<file path="config.mk">
export PLATFORM = sky130hd
export DESIGN_NAME = wait_clkgate_ctrl
export DESIGN_NICKNAME = d
export VERILOG_FILES = /design/src/rtl/wcg_pkg.sv /design/src/rtl/wcg_div_check.sv /design/src/rtl/wcg_mode_fsm.sv /design/src/rtl/wcg_enable_gate.sv /design/src/rtl/wait_clkgate_ctrl.sv
export SDC_FILE = /design/constraint.sdc
export NUM_CORES = 1
export LEC_CHECK = 0
export ABC_AREA = 1
export ABC_CLOCK_PERIOD_IN_PS = 1560
export BUFFER_PORTS_ARGS = -buffer_cell sky130_fd_sc_hd__buf_2
export CORE_AREA = 2 2 39 41
export CTS_BUF_LIST = sky130_fd_sc_hd__clkbuf_16
export DETAILED_ROUTE_END_ITERATION = 8
export DIE_AREA = 0 0 41 43
export PLACE_DENSITY = 0.8
export SYNTH_ARGS = -nofsm -noshare
export SYNTH_HDL_FRONTEND = slang
export SYNTH_SLANG_ARGS = --single-unit
</file>
<file path="constraint.sdc">
create_clock -name clk -period 1.56 [get_ports clk]
set_input_delay 0.234 -clock clk [delete_from_list [all_inputs] [get_ports clk]]
set_output_delay 0.234 -clock clk [all_outputs]
set_load 0.02 [all_outputs]
</file>
<file path="src/rtl/wcg_pkg.sv">
// Package: shared encodings for the wait-mode clock enable controller.
// Assumes all users compile this file first.
package wcg_pkg;
    // Power-mode state of the controller
    typedef enum logic {
        ST_RUN  = 1'b0,
        ST_WAIT = 1'b1
    } pm_state_t;

    // Source of the f2n peripheral clock
    typedef enum logic [1:0] {
        F2N_SEL = 2'b00,
        F2N_XIN = 2'b01,
        F2N_OSC = 2'b10,
        F2N_RSV = 2'b11
    } f2n_src_t;

    // Source feeding the CPU clock
    typedef enum logic [1:0] {
        CPU_MAIN = 2'b00,
        CPU_PLL  = 2'b01,
        CPU_SUB  = 2'b10,
        CPU_OSC  = 2'b11
    } cpu_src_t;

    // Number of peripheral clocks gated by the stop-in-wait control
    localparam int NUM_PER = 4;
endpackage

</file>
<file path="src/rtl/wcg_div_check.sv">
// Module: wcg_div_check
// Decides whether the divided CPU clock meets the wait-entry frequency limit.
// Assumes main_freq is in whole MHz and the divide ratio is 2**div_sel.
// Slow sources (sub clock, on-chip oscillator) always pass.
module wcg_div_check #(
    parameter int FREQ_W    = 8,
    parameter int DIV_W     = 3,
    parameter int LIMIT_MHZ = 10
) (
    input  logic [1:0]        cpu_src,
    input  logic [FREQ_W-1:0] main_freq,
    input  logic [DIV_W-1:0]  div_sel,
    output logic              div_ok
);
    import wcg_pkg::*;

    localparam int CMP_W = FREQ_W + (1 << DIV_W) + 8;

    logic [CMP_W-1:0] thr;
    logic [CMP_W-1:0] freq_ext;
    logic             fast_src;

    // Purpose: scale the limit by the divide ratio instead of dividing the frequency
    always_comb begin
        thr      = CMP_W'(LIMIT_MHZ) << div_sel;
        freq_ext = CMP_W'(main_freq);
    end

    // Purpose: identify the sources that come from the main oscillator path
    always_comb begin
        fast_src = (cpu_src_t'(cpu_src) == CPU_MAIN) || (cpu_src_t'(cpu_src) == CPU_PLL);
    end

    // Purpose: pass when the source is slow or the divided frequency is at most the limit
    always_comb begin
        div_ok = !fast_src || (freq_ext <= thr);
    end
endmodule

</file>
<file path="src/rtl/wcg_mode_fsm.sv">
// Module: wcg_mode_fsm
// Two-state run/wait machine with a sticky illegal-entry flag.
// Assumes div_ok is valid in the cycle of the request. A wake beats a request.
module wcg_mode_fsm (
    input  logic                clk,
    input  logic                rst_n,
    input  logic                wait_req,
    input  logic                wake_evt,
    input  logic                per_stop,
    input  logic                div_ok,
    output wcg_pkg::pm_state_t  state_q,
    output wcg_pkg::pm_state_t  state_nxt,
    output logic                bad_entry
);
    import wcg_pkg::*;

    logic accept;
    logic reject;

    // Purpose: next-state and request classification
    always_comb begin
        state_nxt = state_q;
        accept    = 1'b0;
        reject    = 1'b0;
        case (state_q)
            ST_RUN: begin
                if (wait_req && !wake_evt) begin
                    if (!per_stop || div_ok) begin
                        accept    = 1'b1;
                        state_nxt = ST_WAIT;
                    end else begin
                        reject = 1'b1;
                    end
                end
            end
            ST_WAIT: begin
                if (wake_evt) begin
                    state_nxt = ST_RUN;
                end
            end
            default: state_nxt = ST_RUN;
        endcase
    end

    // Purpose: state register
    always_ff @(posedge clk) begin
        if (!rst_n) begin
            state_q <= ST_RUN;
        end else begin
            state_q <= state_nxt;
        end
    end

    // Purpose: sticky flag, set on refusal and cleared on acceptance
    always_ff @(posedge clk) begin
        if (!rst_n) begin
            bad_entry <= 1'b0;
        end else if (accept) begin
            bad_entry <= 1'b0;
        end else if (reject) begin
            bad_entry <= 1'b1;
        end
    end

    // Simultaneous wake and request keeps run
    p_wake_wins_r10: assert property (@(posedge clk) disable iff (!rst_n)
        (state_q == ST_RUN && wait_req && wake_evt) |=> (state_q == ST_RUN));

    // Flag is unchanged when wake and request coincide
    p_wake_flag_r10: assert property (@(posedge clk) disable iff (!rst_n)
        (state_q == ST_RUN && wait_req && wake_evt) |=> $stable(bad_entry));

    // Wake in wait returns to run
    p_wake_exit_r9: assert property (@(posedge clk) disable iff (!rst_n)
        (state_q == ST_WAIT && wake_evt) |=> (state_q == ST_RUN));

    // Refused entry holds run and raises the flag
    p_refuse_r7: assert property (@(posedge clk) disable iff (!rst_n)
        (state_q == ST_RUN && wait_req && !wake_evt && per_stop && !div_ok)
        |=> (state_q == ST_RUN && bad_entry));

    // Request in wait is ignored
    p_ignore_req_r12: assert property (@(posedge clk) disable iff (!rst_n)
        (state_q == ST_WAIT && !wake_evt) |=> (state_q == ST_WAIT));

    // Accepted entry clears the flag
    p_flag_clear_r11: assert property (@(posedge clk) disable iff (!rst_n)
        (state_q == ST_RUN && wait_req && !wake_evt && (!per_stop || div_ok))
        |=> (!bad_entry && state_q == ST_WAIT));
endmodule

</file>
<file path="src/rtl/wcg_enable_gate.sv">
// Module: wcg_enable_gate
// Registers every clock enable from the next state and the gating controls.
// Assumes the enables update on the same edge as the state register.
module wcg_enable_gate #(
    parameter int NPER = wcg_pkg::NUM_PER
) (
    input  logic                clk,
    input  logic                rst_n,
    input  wcg_pkg::pm_state_t  state_nxt,
    input  logic                per_stop,
    input  logic                wdt_osc,
    input  logic [1:0]          f2n_src,
    output logic                en_cpu,
    output logic                en_wdt,
    output logic [NPER-1:0]     en_per,
    output logic                en_f2n,
    output logic                en_fc32
);
    import wcg_pkg::*;

    logic going_wait;
    logic per_gate;
    logic f2n_on_main;

    // Purpose: decode the gating conditions for the coming cycle
    always_comb begin
        going_wait  = (state_nxt == ST_WAIT);
        per_gate    = going_wait && per_stop;
        f2n_on_main = (f2n_src_t'(f2n_src) == F2N_SEL) || (f2n_src_t'(f2n_src) == F2N_RSV);
    end

    // Purpose: CPU clock enable, off in wait
    always_ff @(posedge clk) begin
        if (!rst_n) en_cpu <= 1'b1;
        else        en_cpu <= !going_wait;
    end

    // Purpose: watchdog enable, kept on in wait when it counts from the oscillator
    always_ff @(posedge clk) begin
        if (!rst_n) en_wdt <= 1'b1;
        else        en_wdt <= !going_wait || wdt_osc;
    end

    // Purpose: one enable register per peripheral clock
    for (genvar gi = 0; gi < NPER; gi++) begin : g_per
        always_ff @(posedge clk) begin
            if (!rst_n) en_per[gi] <= 1'b1;
            else        en_per[gi] <= !per_gate;
        end
    end

    // Purpose: f2n enable, gated only when it runs from the main path
    always_ff @(posedge clk) begin
        if (!rst_n) en_f2n <= 1'b1;
        else        en_f2n <= !(per_gate && f2n_on_main);
    end

    // Purpose: fC32 enable, never gated by wait
    always_ff @(posedge clk) begin
        if (!rst_n) en_fc32 <= 1'b1;
        else        en_fc32 <= 1'b1;
    end

    // Oscillator-sourced watchdog keeps counting
    p_wdt_keep_r3: assert property (@(posedge clk) disable iff (!rst_n)
        wdt_osc |=> en_wdt);

    // Clear stop control keeps peripheral clocks on
    p_per_keep_r4: assert property (@(posedge clk) disable iff (!rst_n)
        !per_stop |=> (&en_per));

    // f2n off the main path keeps running
    p_f2n_keep_r5: assert property (@(posedge clk) disable iff (!rst_n)
        !f2n_on_main |=> en_f2n);

    // All peripheral bits move together
    p_per_uniform_r4: assert property (@(posedge clk) disable iff (!rst_n)
        1'b1 |-> ((&en_per) || (en_per == '0)));
endmodule

</file>
<file path="src/rtl/wait_clkgate_ctrl.sv">
// Module: wait_clkgate_ctrl (top)
// Wait-mode clock enable controller: entry check, run/wait machine, enable registers.
// Assumes a single reference clock domain and a synchronous active-low reset.
module wait_clkgate_ctrl #(
    parameter int FREQ_W    = 8,
    parameter int DIV_W     = 3,
    parameter int LIMIT_MHZ = 10
) (
    input  logic              clk,
    input  logic              rst_n,
    input  logic              wait_req,
    input  logic              wake_evt,
    input  logic              per_stop,
    input  logic              wdt_osc,
    input  logic [1:0]        f2n_src,
    input  logic [1:0]        cpu_src,
    input  logic [FREQ_W-1:0] main_freq,
    input  logic [DIV_W-1:0]  div_sel,
    output logic              en_cpu,
    output logic              en_wdt,
    output logic [3:0]        en_per,
    output logic              en_f2n,
    output logic              en_fc32,
    output logic              bad_entry
);
    import wcg_pkg::*;

    logic      div_ok;
    pm_state_t state_q;
    pm_state_t state_nxt;

    wcg_div_check #(
        .FREQ_W    (FREQ_W),
        .DIV_W     (DIV_W),
        .LIMIT_MHZ (LIMIT_MHZ)
    ) u_div (
        .cpu_src   (cpu_src),
        .main_freq (main_freq),
        .div_sel   (div_sel),
        .div_ok    (div_ok)
    );

    wcg_mode_fsm u_fsm (
        .clk       (clk),
        .rst_n     (rst_n),
        .wait_req  (wait_req),
        .wake_evt  (wake_evt),
        .per_stop  (per_stop),
        .div_ok    (div_ok),
        .state_q   (state_q),
        .state_nxt (state_nxt),
        .bad_entry (bad_entry)
    );

    wcg_enable_gate #(
        .NPER (NUM_PER)
    ) u_gate (
        .clk       (clk),
        .rst_n     (rst_n),
        .state_nxt (state_nxt),
        .per_stop  (per_stop),
        .wdt_osc   (wdt_osc),
        .f2n_src   (f2n_src),
        .en_cpu    (en_cpu),
        .en_wdt    (en_wdt),
        .en_per    (en_per),
        .en_f2n    (en_f2n),
        .en_fc32   (en_fc32)
    );

    // CPU enable tracks the registered state
    p_cpu_state_r2: assert property (@(posedge clk) disable iff (!rst_n)
        1'b1 |-> (en_cpu == (state_q == ST_RUN)));

    // Leaving wait restores every enable
    p_exit_all_on_r9: assert property (@(posedge clk) disable iff (!rst_n)
        (state_q == ST_WAIT && wake_evt) |=> (en_cpu && en_wdt && (&en_per) && en_f2n));
endmodule

</file>
==> results.json <==
{
  "total_power_mw": 0.705,
  "worstPathMaxFanout": 4,
  "most_common_cell_after_layout_fill_and_taps_aside": "sky130_fd_sc_hd__buf_2",
  "postRouteWirelength_um": 989,
  "yosysSeqAreaShare": 0.237,
  "cts_setup_buffers": 0,
  "yosysWarnings": 0,
  "first_global_vias": 423,
  "grt.total_usage": 0.135,
  "synthesis.instances": 79,
  "postSynthNetCount": 107,
  "flow.area_growth_from_synthesis_pct": 42.5,
  "outcome": "complete, no violations",
  "final_min_period_over_clock_period": 0.892,
  "worst_ir_drop_vdd_v": 0.000900,
  "num_vias": 510,
  "timing_worst_setup_path_type": "input port to flop",
  "nFillCells": 135,
  "static-leakage-power_nw": 0.443,
  "yosysTopAreaCell": "sky130_fd_sc_hd__dfxtp_1",
  "clock_tree.root_cell": "sky130_fd_sc_hd__clkbuf_16",
  "die-area_um2": 1760,
  "rows": 14,
  "finalHoldViolCount": 0,
  "drt-vias-per-instance": 4.15,
  "power-per-cell-area_nw_per_um2": 976,
  "critical_path.max_stage_delay_ns": 0.28,
  "place_congestion": 0.806,
  "post_cts_hold_buffer_count": 0,
  "grt_max_degree": 6,
  "tritoncts": "done",
  "grt_antenna_before_repair": 0,
  "finish.net_count": 137,
  "synth.distinct_cells": 15,
  "cts-htree-levels": 1,
  "numClockSinks": 6,
  "final-setup-viol-count": 0,
  "floorplan_core_area_um2": 1380,
  "cts_made_buffers": 3,
  "arrival_time_of_the_worst_setup_path_ns": 1.49,
  "mean_instance_size_in_the_synthesized_netlist_um2": 6.41,
  "drt_antenna_net_count": 0,
  "top_level_ports": 30,
  "timing.critical_path.from_type": "input port",
  "cap_viol_max_count": 0,
  "wire_length_of_the_first_global_routing_pass_mm": 1.56,
  "floorplan.initialDensity": 0.366,
  "fin_worst_skew_ns": 0.000666,
  "wl_per_cell_um": 8.04,
  "gr-total-overflow": 0,
  "minimum_clock_period_after_layout_ns": 1.39,
  "insertedDiodeCount": 0,
  "worst_setup_hold_path_clk_slew_ns": 0.03,
  "layout.cells.most_common_list": "27 x sky130_fd_sc_hd__buf_2, 23 x sky130_fd_sc_hd__nand2_1, 16 x sky130_fd_sc_hd__inv_1",
  "crit_path_cell_trace": "buf_2, inv_1, nand2_1, nand3_1, ha_1, nand2_1, inv_2, a21oi_1, nand2_1, nand2_1, nand2_1, nand2_2, nand3_1",
  "clkLatencyLatePin_ns": 0.22,
  "number_of_port_buffers": 27,
  "drc": 0,
  "setup_repair_after_global_routing_missed_its_margin": "false",
  "place_hpwl_um": 864,
  "cell_area_after_synthesis_um2": 507,
  "ys_top_cells_by_area": "sky130_fd_sc_hd__dfxtp_1 24%, sky130_fd_sc_hd__ha_1 17%, sky130_fd_sc_hd__nand2_1 17%",
  "setup_ws_ns": 0.169,
  "timing.setup.tns_ns": 0,
  "floorplan.die.width_um": 41,
  "max_clock_freq_mhz": 719,
  "hold_path.startpoint": "wdt_osc",
  "total_area_of_multi_input_combinational_cells_um2": 289,
  "pre_cts_ws_ns": -0.0687,
  "postSynthRegisterBits": 6,
  "final_layout_size_suffix_gt1_frac": 0.364,
  "report.final.slew_viol_count": 0,
  "crit_path_frequent_cell": "sky130_fd_sc_hd__nand2_1",
  "cpMaxStageDelayCell": "sky130_fd_sc_hd__ha_1",
  "number_of_drc_violations_after_detailed_routing_iteration_0": 8,
  "drt-pass1-iter-count": 3,
  "timing.hold.worst.class": "input port to flop",
  "required_ns": 1.66,
  "clock_tree.buffer_depth": 2,
  "dieHeight_um": 43,
  "crit_path_start": "div_sel[2]",
  "yosys.area.top_type_share": 0.237,
  "cts_repair_resize_count": 0,
  "startpoint_of_the_worst_register_to_register_path": "u_fsm.state_q",
  "final_util": 0.522,
  "critPathCaptureType": "flop",
  "register_area_um2": 120
}
## worst paths after layout
| check | end | slack, ns | cells after the start |
|---|---|---|---|
| worst max-delay path | u_gate.en_wdt | 0.17 | 13 |
| worst min register to register | u_gate.en_per[1] | 0.55 | 3 |
| worst max register to register | u_fsm.bad_entry | 0.84 | 3 |
| worst min-delay path | u_gate.en_wdt | 0.21 | 3 |
## sequential cells by signal (all words and copies together) (netlist names)
name / flops
u_fsm.state_q: 1
u_gate.en_cpu: 1
u_gate.en_per: 1
u_fsm.bad_entry: 1
u_gate.en_wdt: 1
u_gate.en_f2n: 1
## where the power goes
group / switching (mW) / leakage, nW / internal [mW] / total, mW
registers: 0.00294 / 0.0492 / 0.162 / 0.165
clock network: 0.0773 / 0.0370 / 0.328 / 0.405
logic: 0.0762 / 0.356 / 0.0586 / 0.135
total: 0.156 / 0.443 / 0.548 / 0.705
## area by class of cell
class | count | share of cell area
multi-input combinational | 51 | 0.400
inverter | 18 | 0.0936
timing repair buffer | 29 | 0.208
tap | 16 | 0.0277
sequential | 6 | 0.166
clock buffer | 3 | 0.104
## layer usage
metal,part of all wire,track usage,up-vias
li1,-,-,290
met1,0.41,0.143,210
met2,0.53,0.216,10
met3,0.056,0.0314,0
met4,0,0.100,0
met5,0,0,-
## critical path: cells and delay by family
kind / cells / cell delay [ns]
AND/OR/NAND/NOR: 8 / 0.64
adder cells (fa/ha/maj): 1 / 0.28
buffers and inverters: 3 / 0.21
AO/OA/AOI/OAI: 1 / 0.14
## Yosys cell counts
master,number
sky130_fd_sc_hd__inv_1,16
sky130_fd_sc_hd__buf_4,4
sky130_fd_sc_hd__a21oi_1,3
sky130_fd_sc_hd__nand4_2,1
sky130_fd_sc_hd__inv_2,2
sky130_fd_sc_hd__nor2_1,4
sky130_fd_sc_hd__nand2_2,3
sky130_fd_sc_hd__o21ai_0,1
sky130_fd_sc_hd__ha_1,7
sky130_fd_sc_hd__nor2_2,1
sky130_fd_sc_hd__xnor2_1,1
sky130_fd_sc_hd__dfxtp_1,6
sky130_fd_sc_hd__nand3_1,6
sky130_fd_sc_hd__conb_1,1
sky130_fd_sc_hd__nand2_1,23
## cells by family after synthesis
| family | after synthesis | share of synthesized area |
|---|---|---|
| AND/OR/NAND/NOR | 38 | 0.333 |
| flip-flops | 6 | 0.237 |
| other | 1 | 0.00740 |
| adder cells (fa/ha/maj) | 7 | 0.173 |
| buffers and inverters | 22 | 0.193 |
| AO/OA/AOI/OAI | 4 | 0.0395 |
| XOR/XNOR | 1 | 0.0173 |
## through the flow
stage / hold WS [ns] / instance area, µm² / std cells
2_1_floorplan: 0.318 / 507 / 79
3_3_place_gp: 0.429 / 647 / 120
3_5_place_dp: 0.447 / 647 / 120
4_1_cts: 0.215 / 722 / 123
5_1_grt: 0.242 / 722 / 123
6_report: 0.212 / 722 / 123
(Power assumes the default switching activity.)
